[config.mk]
export PLATFORM = sky130hd
export DESIGN_NAME = sdAdcSerialPort
export DESIGN_NICKNAME = d
export VERILOG_FILES = /design/src/rtl/sdAdcPortPkg.sv /design/src/rtl/sdAdcPinSync.sv /design/src/rtl/sdAdcPortCtrl.sv /design/src/rtl/sdAdcPortData.sv /design/src/rtl/sdAdcSerialPort.sv
export SDC_FILE = /design/constraint.sdc
export NUM_CORES = 1
export LEC_CHECK = 0
export ABC_AREA = 1
export ABC_CLOCK_PERIOD_IN_PS = 1900
export BUFFER_PORTS_ARGS = -buffer_cell sky130_fd_sc_hd__buf_2
export CORE_UTILIZATION = 57
export CTS_CLUSTER_DIAMETER = 60
export DETAILED_ROUTE_END_ITERATION = 8
export GPL_ROUTABILITY_DRIVEN = 0
export PLACE_DENSITY = 0.82
export REMOVE_ABC_BUFFERS = 1
export SKIP_LAST_GASP = 1
export SYNTH_ARGS = -nofsm -noshare
export SYNTH_HDL_FRONTEND = slang
export SYNTH_SLANG_ARGS = --single-unit
[constraint.sdc]
create_clock -name clk -period 1.9 [get_ports clk]
set_input_delay 0.285 -clock clk [delete_from_list [all_inputs] [get_ports clk]]
set_output_delay 0.285 -clock clk [all_outputs]
set_load 0.01 [all_outputs]
[src/rtl/sdAdcPortPkg.sv]
package sdAdcPortPkg;

  // number of configuration fields carried on sdi per read
  localparam int CFG_BITS = 4;

  typedef enum logic [1:0] {
    PH_CONVERT = 2'd0,
    PH_REST    = 2'd1,
    PH_DATA    = 2'd2
  } phase_t;

  // strobes from control to datapath
  typedef struct packed {
    logic capResult;  // latch parallel result from core
    logic loadShift;  // copy result into shifter, clear cfg capture
    logic shiftOut;   // advance shifter by one bit
    logic sampleCfg;  // take sdi into config shadow
    logic applyCfg;   // conversion starting: commit shadow if complete
  } dpStrobe_t;

endpackage

[src/rtl/sdAdcPinSync.sv]
module sdAdcPinSync #(
  parameter int W = 1,
  parameter logic [W-1:0] RST_VAL = '0
) (
  input  logic         clk,
  input  logic         rstN,
  input  logic [W-1:0] pinIn,
  output logic [W-1:0] level
);

  logic [W-1:0] meta;

  always_ff @(posedge clk) begin
    if (!rstN) begin
      meta  <= RST_VAL;
      level <= RST_VAL;
    end else begin
      meta  <= pinIn;
      level <= meta;
    end
  end

endmodule

[src/rtl/sdAdcPortCtrl.sv]
module sdAdcPortCtrl
  import sdAdcPortPkg::*;
#(
  parameter int DATA_W = 16
) (
  input  logic       clk,
  input  logic       rstN,
  input  logic       csLvl,
  input  logic       sckLvl,
  input  logic       convDone,
  output phase_t     phase,
  output logic       markOn,
  output logic       convStart,
  output dpStrobe_t  st
);

  localparam int CNT_W = $clog2(DATA_W + 2);
  localparam logic [CNT_W-1:0] LAST_LOW  = CNT_W'(DATA_W - 1);
  localparam logic [CNT_W-1:0] LAST_HIGH = CNT_W'(DATA_W);

  logic             csPrev;
  logic             sckPrev;
  logic             idleHigh;
  logic             kick;
  logic [CNT_W-1:0] fallCnt;

  logic csRise, sckFall, sckRise, inData, finalFall, abortNow, startNow;

  always_comb begin
    csRise    = csLvl & ~csPrev;
    sckFall   = ~sckLvl & sckPrev;
    sckRise   = sckLvl & ~sckPrev;
    inData    = (phase == PH_DATA);
    finalFall = sckFall && (fallCnt == (idleHigh ? LAST_HIGH : LAST_LOW));
    abortNow  = inData && csRise && !sckLvl;
    startNow  = abortNow || (inData && !csRise && finalFall);
    markOn    = inData && idleHigh && (fallCnt == '0);

    st.capResult = (phase == PH_CONVERT) && convDone;
    st.loadShift = (phase == PH_REST) && !csLvl;
    st.shiftOut  = inData && !csRise && sckFall && !markOn;
    st.sampleCfg = inData && !csRise && sckRise;
    st.applyCfg  = startNow;
  end

  always_ff @(posedge clk) begin
    if (!rstN) begin
      phase     <= PH_CONVERT;
      kick      <= 1'b1;
      convStart <= 1'b0;
      csPrev    <= 1'b1;
      sckPrev   <= 1'b0;
      idleHigh  <= 1'b0;
      fallCnt   <= '0;
    end else begin
      csPrev    <= csLvl;
      sckPrev   <= sckLvl;
      kick      <= 1'b0;
      convStart <= kick | startNow;
      unique case (phase)
        PH_CONVERT: if (convDone) phase <= PH_REST;
        PH_REST: begin
          if (!csLvl) begin
            phase    <= PH_DATA;
            idleHigh <= sckLvl;
            fallCnt  <= '0;
          end
        end
        PH_DATA: begin
          if (csRise) begin
            phase <= sckLvl ? PH_REST : PH_CONVERT;
          end else if (sckFall) begin
            fallCnt <= fallCnt + 1'b1;
            if (finalFall) phase <= PH_CONVERT;
          end
        end
        default: phase <= PH_CONVERT;
      endcase
    end
  end

endmodule

[src/rtl/sdAdcPortData.sv]
module sdAdcPortData
  import sdAdcPortPkg::*;
#(
  parameter int DATA_W = 16
) (
  input  logic                clk,
  input  logic                rstN,
  input  dpStrobe_t           st,
  input  phase_t              phase,
  input  logic                markOn,
  input  logic                csLvl,
  input  logic                sdiLvl,
  input  logic [DATA_W-1:0]   convResult,
  output logic                sdo,
  output logic                sdoOe,
  output logic [CFG_BITS-1:0] cfgActive
);

  localparam int CNT_W = $clog2(CFG_BITS + 1);
  localparam int IDX_W = $clog2(CFG_BITS);
  localparam logic [CNT_W-1:0] CFG_FULL = CNT_W'(CFG_BITS);

  logic [DATA_W-1:0]   resReg;
  logic [DATA_W-1:0]   shReg;
  logic [CFG_BITS-1:0] cfgShadow;
  logic [CNT_W-1:0]    cfgCnt;

  always_ff @(posedge clk) begin
    if (!rstN) begin
      resReg    <= '0;
      shReg     <= '0;
      cfgShadow <= '0;
      cfgCnt    <= '0;
      cfgActive <= '0;
    end else begin
      if (st.capResult) resReg <= convResult;

      if (st.loadShift) begin
        shReg  <= resReg;
        cfgCnt <= '0;
      end else if (st.shiftOut) begin
        shReg <= {shReg[DATA_W-2:0], 1'b0};
      end

      if (st.sampleCfg && (cfgCnt < CFG_FULL)) begin
        cfgShadow[cfgCnt[IDX_W-1:0]] <= sdiLvl;
        cfgCnt <= cfgCnt + 1'b1;
      end

      if (st.applyCfg && (cfgCnt == CFG_FULL)) cfgActive <= cfgShadow;
    end
  end

  always_comb begin
    sdoOe = ~csLvl;
    if (phase == PH_DATA) sdo = markOn ? 1'b0 : shReg[DATA_W-1];
    else                  sdo = 1'b1;
  end

endmodule

[src/rtl/sdAdcSerialPort.sv]
module sdAdcSerialPort
  import sdAdcPortPkg::*;
#(
  parameter int DATA_W = 16
) (
  input  logic              clk,
  input  logic              rstN,
  input  logic              csN,
  input  logic              sck,
  input  logic              sdi,
  output logic              sdo,
  output logic              sdoOe,
  output logic              convStart,
  input  logic              convDone,
  input  logic [DATA_W-1:0] convResult,
  output logic [1:0]        cfgEnable,
  output logic              cfgSlowRate,
  output logic              cfgSleep,
  output logic              sleepNow
);

  logic [2:0]          pinLvl;
  phase_t              phase;
  logic                markOn;
  dpStrobe_t           st;
  logic [CFG_BITS-1:0] cfgActive;

  sdAdcPinSync #(.W(3), .RST_VAL(3'b100)) u_sync (
    .clk   (clk),
    .rstN  (rstN),
    .pinIn ({csN, sck, sdi}),
    .level (pinLvl)
  );

  sdAdcPortCtrl #(.DATA_W(DATA_W)) u_ctrl (
    .clk       (clk),
    .rstN      (rstN),
    .csLvl     (pinLvl[2]),
    .sckLvl    (pinLvl[1]),
    .convDone  (convDone),
    .phase     (phase),
    .markOn    (markOn),
    .convStart (convStart),
    .st        (st)
  );

  sdAdcPortData #(.DATA_W(DATA_W)) u_data (
    .clk        (clk),
    .rstN       (rstN),
    .st         (st),
    .phase      (phase),
    .markOn     (markOn),
    .csLvl      (pinLvl[2]),
    .sdiLvl     (pinLvl[0]),
    .convResult (convResult),
    .sdo        (sdo),
    .sdoOe      (sdoOe),
    .cfgActive  (cfgActive)
  );

  assign cfgEnable   = cfgActive[1:0];
  assign cfgSlowRate = cfgActive[2];
  assign cfgSleep    = cfgActive[3];
  assign sleepNow    = (phase == PH_REST) && cfgActive[3];

endmodule

; Word-level counts from Yosys, hierarchy flattened
; Cells that the tools add are included.
[classes]
add_sub_neg = 2
n_lt_le_gt_ge = 3
n_eq_ne = 10
muxes = 22
bitwise_logic = 8
n_reduce_logical = 29
[op_table]
columns = operator, count
row1 = $mux W16, 2
row2 = $mux W5, 4
row3 = $logic_and A1 B1 Y1, 16
row4 = $mux W2, 5
row5 = $pmux W5 S2, 1
row6 = $reduce_and A4 Y1, 2
row7 = $mux W3, 2
row8 = $ne A2 B2 Y1 const B, 3
row9 = $pmux W2 S3, 1
row10 = $reduce_bool A2 Y1, 3
row11 = $add A5 B1 Y5 const B, 1
row12 = $eq A5 B5 Y1, 1
row13 = $logic_not A5 Y1, 1
row14 = $mux W1, 5
row15 = $bwmux W4, 1
row16 = $logic_not A1 Y1, 4
row17 = $not A1 Y1, 4
row18 = $add A3 B1 Y3 const B, 1
row19 = $and A1 B1 Y1, 3
row20 = $eq A3 B3 Y1 const B, 1
row21 = $lt A2 B3 Y1 const B, 1
row22 = $lt A3 B3 Y1 const B, 1
row23 = $ne A3 B1 Y1 const B, 1
row24 = $ne A3 B2 Y1 const B, 1
row25 = other kinds (9), 9
[word_totals]
register_bits = 61
word_cells = 88

; Longest topological paths before layout
; Gate-level depths: netlist (run 1).
[logic_depth]
word_depth = 8
depth_mapped = 12
ltp_nobuf = 11

; Modules after synthesis
; A second synthesis (run 1) with hierarchy kept.
[hier_totals]
hier_cells = 338
hier_area_um2 = 2633.8
[by_module_without_submodules]
columns = mod, n_inst, cells_each, area_each_um2, seq_area_each_um2
row1 = sdAdcPortData, 1, 224, 1765.4, 860.8
row2 = sdAdcPortCtrl, 1, 94, 693.2, 240.2
row3 = sdAdcPinSync, 1, 18, 165.2, 120.1
row4 = sdAdcSerialPort, 1, 2, 10.0, 0.0

; Least setup slack after synthesis (run 1)
; No wires, ideal clock.
[synth_timing]
kind = flip-flop to flip-flop
start = register u_ctrl.phase[1]
end = register u_data.shReg[15]
setup_ns = 0.117
arrival_time_ns = 1.223
t_required_ns = 1.783
setup_slack_ns = 0.560
stages_incl_launch_ff = 13
path_buffers = 1
period_less_slack_ns = 1.340
cell_sequence = dfxtp_1 -> inv_2 -> nor2_2 -> nand2_1 -> inv_2 -> nand2_2 -> inv_2 -> nand2_2 -> nand2_4 -> inv_2 -> buf_6 -> nor2_2 -> nor2_1
[synth_via]
elab_chain_len = 6
elab_cells_between_ends = 11
classes_between = eq/ne: 2 / mux: 1 / reduce/logical: 8
[synth_lines]
columns = item, line_no
row1 = from (decl), sdAdcPortCtrl.sv:11  ; output phase_t phase,
row2 = from (signal assigned), sdAdcPortCtrl.sv:71  ; phase <= sckLvl ? PH_REST : PH_CONVERT;
row3 = $eq A2 B2 Y1, sdAdcPortCtrl.sv:33  ; inData = (phase == PH_DATA);
row4 = $logic_and A1 B1 Y1 (2 in series), sdAdcPortCtrl.sv:37  ; markOn = inData && idleHigh && (fallCnt == '0);
row5 = $logic_not A1 Y1, sdAdcPortCtrl.sv:41  ; st.shiftOut = inData && !csRise && sckFall && !markOn;
row6 = $logic_and A1 B1 Y1, sdAdcPortCtrl.sv:41
row7 = $reduce_bool A2 Y1 (no source line), --
row8 = to (signal assigned), sdAdcPortData.sv:39  ; shReg <= resReg;
row9 = to (signal assigned), sdAdcPortData.sv:42  ; shReg <= {shReg[DATA_W-2:0], 1'b0};
row10 = to (decl), sdAdcPortData.sv:24  ; logic [DATA_W-1:0] shReg;
; Parallel ways exist; a longest one is shown, timed or not.
; A chain may end at the register's enable or synchronous reset.

; Worst setup path in the final report (run 1)
[layout_timing]
start = register u_ctrl.phase[0]
end = output port sleepNow
[layout_via]
elab_chain_len = 2
[layout_lines]
columns = item, line_no
row1 = $eq A2 B1 Y1, sdAdcSerialPort.sv:64  ; assign sleepNow = (phase == PH_REST) && cfgActive[3];
row2 = $logic_and A1 B1 Y1, sdAdcSerialPort.sv:64
row3 = to (decl), sdAdcSerialPort.sv:19  ; output logic sleepNow
; Every way passes these cells.

==> Implementation_results.wiki, run 1 <==
{| class="wikitable"
! Metric !! Value
|-
| Result of the run || finished clean
|-
| Kind of cell with the highest combined delay on the critical path || buffers and inverters
|-
| Flop pwr share || 48.0%
|-
| Combinational fraction of design power || 6.0%
|-
| CP Launch Type || flop
|-
| Count of standard-cell rows || 24
|-
| Number of max-slew violations in the final report || 0
|-
| Synth warnings || 0
|-
| Peak ir drop on the vdd network || 555 uV
|-
| Number of search-and-repair iterations in the first detailed-routing pass || 5
|-
| Logic depth of the worst register-to-register path || 11
|-
| Area fraction of the dominant cell type after synthesis || 47.4%
|-
| Cell mode on critical path || inv_1
|-
| R2R Path End || u_data.shReg[6]
|-
| Critical path fanouts, max || 16
|-
| Number of global-route vias before repair || 2116
|-
| Sum of buffers and inverters on the critical path || 4
|-
| Signed area change from the synthesized netlist to the final layout || 15.8%
|-
| Post-placement setup slack || 374 ps
|-
| Class of the worst hold path || input port to flop
|-
| Flip-flop cell with the highest count after synthesis || dfxtp_1
|-
| Hold EP || u_sync.meta[1]
|-
| Routed wire per std cell || 11.5 um
|-
| Commonest cells in the netlist || 101 x nand2_1, 61 x dfxtp_1, 49 x nor2_1, 33 x a21oi_1, 28 x inv_1
|-
| Share of the cycle needed by the critical path after routing || 90.2%
|-
| Via/cell ratio || 5.14
|-
| Cell type with the largest total area after synthesis || dfxtp_1
|-
| Final setup violation count || 0
|-
| Die Y || 69.3 um
|-
| Worst slew pin tran || 523 ps
|-
| Worst-case clock skew || 6.48 ps
|-
| Diode insertion count for antenna repair || 0
|-
| Worst path slowest cell || dfxtp_1
|-
| Post-Layout Cell Count || 451
|-
| Launch point of the worst path || u_ctrl.phase[0]
|-
| Final Hold Fails || 0
|-
| Final net count || 422
|-
| Number of synthesized flops with an enable pin || 0
|-
| Post-place instance area || 2760 um2
|-
| Classification of the worst setup path || flop to output pin
|-
| Sequential fraction of the synthesis area || 47.4%
|-
| Initial core utilization || 59.2%
|-
| Leakage dissipation || 1.33 nW
|-
| Die X || 69.3 um
|-
| Endpoint kind of the worst setup timing path || output pin
|-
| Initial drt markers || 84
|-
| Worst r2r src || u_ctrl.phase[1]
|-
| Max Cap Violations || 0
|-
| Remaining max-slew budget at the tightest pin || 65.0%
|-
| Switch share || 22.0%
|-
| Maximum clock rate || 583 MHz
|-
| Maximum buffer depth of the clock tree || 2
|-
| Later-pin clock latency in the skew report || 340 ps
|-
| Fin worst setup slack || 185 ps
|-
| TritonCTS buffer count || 9
|-
| Total number of H-tree levels || 3
|-
| Data required, critical path || 1620 ps
|-
| Synthesis-stage register bit count || 61
|-
| Post-route DRC || 0
|-
| Cells along the critical path || inv_1, nor2_2, buf_4, inv_1, nor2_1, buf_2
|-
| Remaining number of nets flagged by the antenna check after routing || 0
|-
| Final TNS setup || 0 ps
|-
| Average instance area after synthesis || 7.12 um2
|-
| Setup bufs post-CTS || 0
|-
| HPWL after detailed placement || 3.38 mm
|-
| Core Region || 4350 um2
|-
| Min Clock Period, post-route || 1710 ps
|-
| Number of antenna violations at the first check in global routing || 0
|-
| CTS Root Cell || clkbuf_8
|-
| Arrival time of the worst setup path || 1430 ps
|-
| Max stage delay on crit path || 360 ps
|-
| Wire length of the first global-routing pass || 9.03 mm
|-
| Final core utilization || 68.6%
|-
| Cell count after placement || 435
|-
| Overall overflow remaining after global route || 0
|-
| Power share of the clock group || 46.1%
|-
| Worst-case register-to-register setup slack || 320 ps
|-
| Overall Global Routing Usage || 23.7%
|-
| Buffers on Ports || 29
|-
| Final design area excluding fillers || 2990 um2
|-
| Total number of vias || 2316
|-
| Area of the mapped netlist || 2580 um2
|-
| Internal power contribution || 0.00219 W
|-
| Total power per unit cell area || 940 nW/um2
|-
| Pin count of the biggest net entering global routing || 36
|-
| Unrepaired setup endpoints after global routing || false
|-
| Share of synthesized flip-flops with an asynchronous set or reset || 0%
|-
| Clock tree from TritonCTS || built
|-
| IO Pins || 30
|-
| Number of instances in the synthesized netlist || 362
|-
| Number of buffers inserted for hold repair after clock tree synthesis || 0
|-
| Top cells by area, synth || dfxtp_1 47%, nand2_1 15%, nor2_1 7.1%
|-
| Overall die area || 4800 um2
|-
| Routed Wire Length || 5.17 mm
|-
| Yosys cell types || 24
|-
| CTS sink count || 61
|-
| Dominant cell by count in the synthesized netlist || nand2_1
|-
| Instance count along the most critical hold path || 3
|-
| Ratio of cells with drive above 1 in the final layout || 16.0%
|-
| Net Switching || 0.000617 W
|-
| Clock input transition at the sequential cells of the worst setup and hold paths || 60 ps
|-
| Origin of the worst min-delay path || sck
|-
| Number of cells upsized or downsized after cts || 0
|}
-- worst max path at each step --
stage,endpoint,cells past startpoint,slack [ps]
floorplan,u_data.shReg[15],7,200
global placement,u_data.shReg[5],11,440
detailed placement,u_data.shReg[12],11,370
CTS,sleepNow,6,160
global route,sleepNow,6,80
finish,sleepNow,6,190
-- routing by layer --
metal	global-route usage (%)	up-vias	wire length [um]
li1	-	1202	-
met1	27.8	1056	2340
met2	40.6	47	2560
met3	6.10	11	199
met4	10.4	0	76
met5	0	-	0
-- flip-flops by register name, summed over array words and instances (netlist names) --
| register | count |
|---|---|
| u_ctrl.kick | 1 |
| u_ctrl.fallCnt | 5 |
| u_data.resReg | 16 |
| u_ctrl.convStart | 1 |
| u_data.cfgActive | 4 |
| u_ctrl.idleHigh | 1 |
| u_data.cfgShadow | 4 |
| u_sync.level | 3 |
| u_ctrl.sckPrev | 1 |
| u_data.cfgCnt | 3 |
| u_ctrl.csPrev | 1 |
| u_ctrl.phase | 2 |
| u_data.shReg | 16 |
| u_sync.meta | 3 |
-- tightest hold or removal path: stages --
cell and delay (ps):
buf_2 80, nand2_1 40, inv_1 40
-- per-stage QoR --
| stage | total power [W] | hold slack, ps |
|---|---|---|
| after global placement | 0.00154 | 392 |
| after CTS | 0.00283 | 118 |
| final | 0.00281 | 125 |
| after detailed placement | 0.00155 | 398 |
| after global routing | 0.00292 | 125 |
| after floorplan | 0.00147 | 355 |
-- cell families after synthesis --
logic type / after synthesis / share of synthesized area [%]
XOR/XNOR: 1 / 0.340
buffers and inverters: 47 / 7.62
adder cells (fa/ha/maj): 6 / 2.91
flip-flops: 61 / 47.4
AND/OR/NAND/NOR: 187 / 29.7
multiplexers: 1 / 0.437
AO/OA/AOI/OAI: 59 / 11.6
-- area by class of cell --
class                   count  area, um2
clock inverters             4       70.1
repair buffers             35        190
flip-flops and latches     61       1220
well taps                  52       65.1
multi-input cells         254       1160
inverters                  33        124
fillers                   386       1370
clock buffers              12        155
-- power groups by stage --
stage	Combinational, W	Sequential, W	Clock (W)
floorplan	0.0000998	0.00137	0
global placement	0.000166	0.00137	0
detailed placement	0.000171	0.00138	0
CTS	0.000171	0.00135	0.00131
global route	0.000194	0.00135	0.00137
finish	0.000168	0.00135	0.00129
-- cells in the final DEF (no fill, tap or decap), drive strengths merged --
cell	Yosys	layout
a22oi	1	1
clkinv	1	3
buf	7	35
or2	2	2
xor2	1	1
ha	6	6
nand4	1	1
nor2	52	52
nor3	3	3
mux2	1	1
o21ai	24	24
nand3	24	24
dfxtp	61	61
nand2	105	105
a21oi	33	33
inv	32	32
bufinv	0	2
clkbuf	7	12
a211oi	1	1
Note: power is estimated with default switching activity, not from simulation.
==> run 2, diff against run 1 <==
--- a/config.mk
+++ b/config.mk
@@ -12,9 +12,10 @@
 export CTS_CLUSTER_DIAMETER = 60
 export DETAILED_ROUTE_END_ITERATION = 8
 export GPL_ROUTABILITY_DRIVEN = 0
-export PLACE_DENSITY = 0.82
+export PLACE_DENSITY_LB_ADDON = 0.08
 export REMOVE_ABC_BUFFERS = 1
 export SKIP_LAST_GASP = 1
 export SYNTH_ARGS = -nofsm -noshare
 export SYNTH_HDL_FRONTEND = slang
+export SYNTH_HIERARCHICAL = 1
 export SYNTH_SLANG_ARGS = --single-unit
==> Implementation_results.wiki, run 2 <==
{| class="wikitable"
! Metric !! Value
|-
| Data required, critical path || 1620 ps (about the same)
|-
| Number of global-route vias before repair || 1993 (was 2116)
|-
| Number of search-and-repair iterations in the first detailed-routing pass || 6 (was 5)
|-
| Routed wire per std cell || 11.7 um (was 11.5 um)
|-
| CTS sink count || 61 (unchanged)
|-
| Clock tree from TritonCTS || built (unchanged)
|-
| Hold EP || u_sync/meta[2] (was u_sync.meta[1])
|-
| Routed Wire Length || 5.01 mm (was 5.17 mm)
|-
| Buffers on Ports || 29 (unchanged)
|-
| Instance count along the most critical hold path || 3 (unchanged)
|-
| Worst-case register-to-register setup slack || 180 ps (was 320 ps)
|-
| Core Region || 4380 um2 (was 4350 um2)
|-
| Synth warnings || 6 (was 0)
|-
| Top cells by area, synth || dfxtp_1 46%, a21oi_1 7.2%, inv_1 6.1% (was dfxtp_1 47%, nand2_1 15%, nor2_1 7.1%)
|-
| TritonCTS buffer count || 9 (unchanged)
|-
| Post-route DRC || 0 (unchanged)
|-
| Logic depth of the worst register-to-register path || 10 (was 11)
|-
| Initial drt markers || 114 (was 84)
|-
| Post-placement setup slack || 253 ps (was 374 ps)
|-
| Number of max-slew violations in the final report || 0 (unchanged)
|-
| CP Launch Type || flop (unchanged)
|-
| Number of instances in the synthesized netlist || 338 (was 362)
|-
| Worst slew pin tran || 546 ps (was 523 ps)
|-
| HPWL after detailed placement || 3.30 mm (was 3.38 mm)
|-
| Leakage dissipation || 1.35 nW (was 1.33 nW)
|-
| Area of the mapped netlist || 2630 um2 (was 2580 um2)
|-
| Initial core utilization || 60.1% (was 59.2%)
|-
| Fin worst setup slack || 69.0 ps (was 185 ps)
|-
| Post-place instance area || 2810 um2 (was 2760 um2)
|-
| Overall die area || 4900 um2 (was 4800 um2)
|-
| Later-pin clock latency in the skew report || 330 ps (was 340 ps)
|-
| Share of the cycle needed by the critical path after routing || 96.4% (was 90.2%)
|-
| Share of synthesized flip-flops with an asynchronous set or reset || 0% (unchanged)
|-
| Worst r2r src || u_ctrl/fallCnt[0] (was u_ctrl.phase[1])
|-
| Remaining max-slew budget at the tightest pin || 63.6% (was 65.0%)
|-
| Largest regs || u_data/resReg (16), u_data/shReg (16), u_ctrl/fallCnt (5) (was u_data.resReg (16), u_data.shReg (16), u_ctrl.fallCnt (5))
|-
| Number of buffers inserted for hold repair after clock tree synthesis || 0 (unchanged)
|-
| Ratio of cells with drive above 1 in the final layout || 23.4% (was 16.0%)
|-
| Classification of the worst setup path || flop to output pin (unchanged)
|-
| Worst-case clock skew || 6.87 ps (was 6.48 ps)
|-
| Peak ir drop on the vdd network || 639 uV (was 555 uV)
|-
| Final setup violation count || 0 (unchanged)
|-
| Die Y || 70.0 um (was 69.3 um)
|-
| Remaining number of nets flagged by the antenna check after routing || 0 (unchanged)
|-
| Total number of H-tree levels || 3 (unchanged)
|-
| Dominant cell by count in the synthesized netlist || dfxtp_1 (was nand2_1)
|-
| Class of the worst hold path || input port to flop (unchanged)
|-
| Critical path fanouts, max || 5 (was 16)
|-
| Pin count of the biggest net entering global routing || 31 (was 36)
|-
| Min Clock Period, post-route || 1830 ps (was 1710 ps)
|-
| Die X || 70.0 um (was 69.3 um)
|-
| Clock input transition at the sequential cells of the worst setup and hold paths || 60 ps (about the same)
|-
| Final Hold Fails || 0 (unchanged)
|-
| Signed area change from the synthesized netlist to the final layout || 15.7% (was 15.8%)
|-
| CTS Root Cell || clkbuf_8 (unchanged)
|-
| Total number of vias || 2228 (was 2316)
|-
| Wire length of the first global-routing pass || 8.56 mm (was 9.03 mm)
|-
| Overall Global Routing Usage || 22.2% (was 23.7%)
|-
| Cell type with the largest total area after synthesis || dfxtp_1 (unchanged)
|-
| Maximum clock rate || 546 MHz (was 583 MHz)
|-
| Number of antenna violations at the first check in global routing || 0 (unchanged)
|-
| Maximum buffer depth of the clock tree || 2 (unchanged)
|-
| Overall overflow remaining after global route || 0 (unchanged)
|-
| Commonest cells in the netlist || 61 x dfxtp_1, 43 x inv_1, 42 x nand2_1, 38 x a21oi_1, 32 x nor2_1 (was 101 x nand2_1, 61 x dfxtp_1, 49 x nor2_1, 33 x a21oi_1, 28 x inv_1)
|-
| Final design area excluding fillers || 3050 um2 (was 2990 um2)
|-
| Via/cell ratio || 5.21 (was 5.14)
|-
| Arrival time of the worst setup path || 1550 ps (was 1430 ps)
|-
| Commonest cells after routing, fill and taps aside || 59 x dfxtp_1, 41 x nand2_1, 41 x inv_1 (was 101 x nand2_1, 61 x dfxtp_1, 49 x nor2_1)
|-
| Result of the run || finished clean (unchanged)
|-
| Count of standard-cell rows || 24 (unchanged)
|-
| R2R Path End || u_data/shReg[2] (was u_data.shReg[6])
|-
| Average instance area after synthesis || 7.79 um2 (was 7.12 um2)
|-
| Diode insertion count for antenna repair || 0 (unchanged)
|-
| Most common cell after layout, fill and taps aside || dfxtp_1 (was nand2_1)
|-
| Synthesis-stage register bit count || 61 (unchanged)
|-
| Endpoint kind of the worst setup timing path || output pin (unchanged)
|-
| Yosys cell types || 30 (was 24)
|-
| IO Pins || 30 (unchanged)
|-
| Area fraction of the dominant cell type after synthesis || 46.4% (was 47.4%)
|-
| Origin of the worst min-delay path || csN (was sck)
|-
| Sequential fraction of the synthesis area || 46.4% (was 47.4%)
|-
| Total power per unit cell area || 910 nW/um2 (was 940 nW/um2)
|-
| Final net count || 399 (was 422)
|-
| Number of synthesized flops with an enable pin || 0 (unchanged)
|-
| Max Cap Violations || 0 (unchanged)
|-
| Flip-flop cell with the highest count after synthesis || dfxtp_1 (unchanged)
|}
## run 2: cell count changes in the layout (fill, tap and decap cells not counted), sizes merged, moves of 2 or more
| cell | before | now |
|---|---|---|
| a21oi | 33 | 47 |
| inv | 32 | 49 |
| nand2 | 105 | 47 |
| nand3 | 24 | 14 |
| nand4 | 1 | 5 |
| nor2 | 52 | 38 |
| nor3 | 3 | 17 |
| o21ai | 24 | 33 |
| or2 | 2 | 0 |
## run 2: layer usage
metal  track usage, %  vias to the layer above  share of wire [%]
met5                0                        -                  0
li1                 -                     1165                  -
met3             7.50                        5                3.4
met2             36.5                       40                 49
met4             8.22                        0               0.88
met1             26.8                     1018                 47
## run 2: worst max path at each step
stage | slack (ps) | from | endpoint | depth (start not counted)
finish | 70 | u_ctrl/fallCnt[0] | sdo | 8
global route | -50 | u_ctrl/fallCnt[2] | sdo | 7
CTS | 40 | u_ctrl/fallCnt[1] | sdo | 8
detailed placement | 250 | u_ctrl/phase[1] | u_data/cfgShadow[1] | 6
global placement | 320 | u_ctrl/fallCnt[0] | u_data/shReg[4] | 9
floorplan | 230 | u_ctrl/phase[1] | u_data/cfgShadow[0] | 6
## run 2: cell type report
type	count	area [um2]
Sequential cell	61	1230
Multi-Input combinational cell	215	1190
Clock buffer	11	141
Inverter	49	186
Fill cell	374	1340
Clock inverter	5	50.0
Timing Repair Buffer	35	190
Tap cell	52	65.1
## run 2: what timing repair did
action	in CTS	in global routing
setup endpoints to repair	0	2
setup buffers	0	1
resized for setup	0	13
## run 2: critical path: stages, from the launching register on
cell and delay [ps]:
dfxtp_4 360, inv_4 60, ha_4 120, nand3_2 90
nor3_2 220, inv_1 70, nand2_2 80, nand3b_1 60
buf_2 140
## run 2: kinds of logic (layout without fill, tap and decap cells)
group	after synthesis	in the layout	synth area share, %
compound gates	84	84	17.7
xor+xnor	2	2	0.665
fa+ha+maj	6	6	2.85
buf+inv	62	100	9.79
flops	61	61	46.4
simple gates	123	123	22.6
## run 2: report_power, final
group / switching (W) / internal (W)
Sequential: 0.0000364 / 0.00135
Clock: 0.000483 / 0.000633
Combinational: 0.000172 / 0.0000977
## run 2: per-stage QoR
| step | utilization [%] | hold slack, ps | TNS [ps] | total power, W | cells |
|---|---|---|---|---|---|
| 2_1_floorplan | - | 354 | 0 | 0.00159 | 325 |
| 3_3_place_gp | 64.0 | 385 | 0 | 0.00167 | 411 |
| 3_5_place_dp | 64.0 | 394 | 0 | 0.00168 | 411 |
| 4_1_cts | 68.4 | 107 | 0 | 0.00280 | 427 |
| 5_1_grt | 69.5 | 122 | -47.8 | 0.00290 | 428 |
| 6_report | 69.5 | 126 | 0 | 0.00277 | 428 |
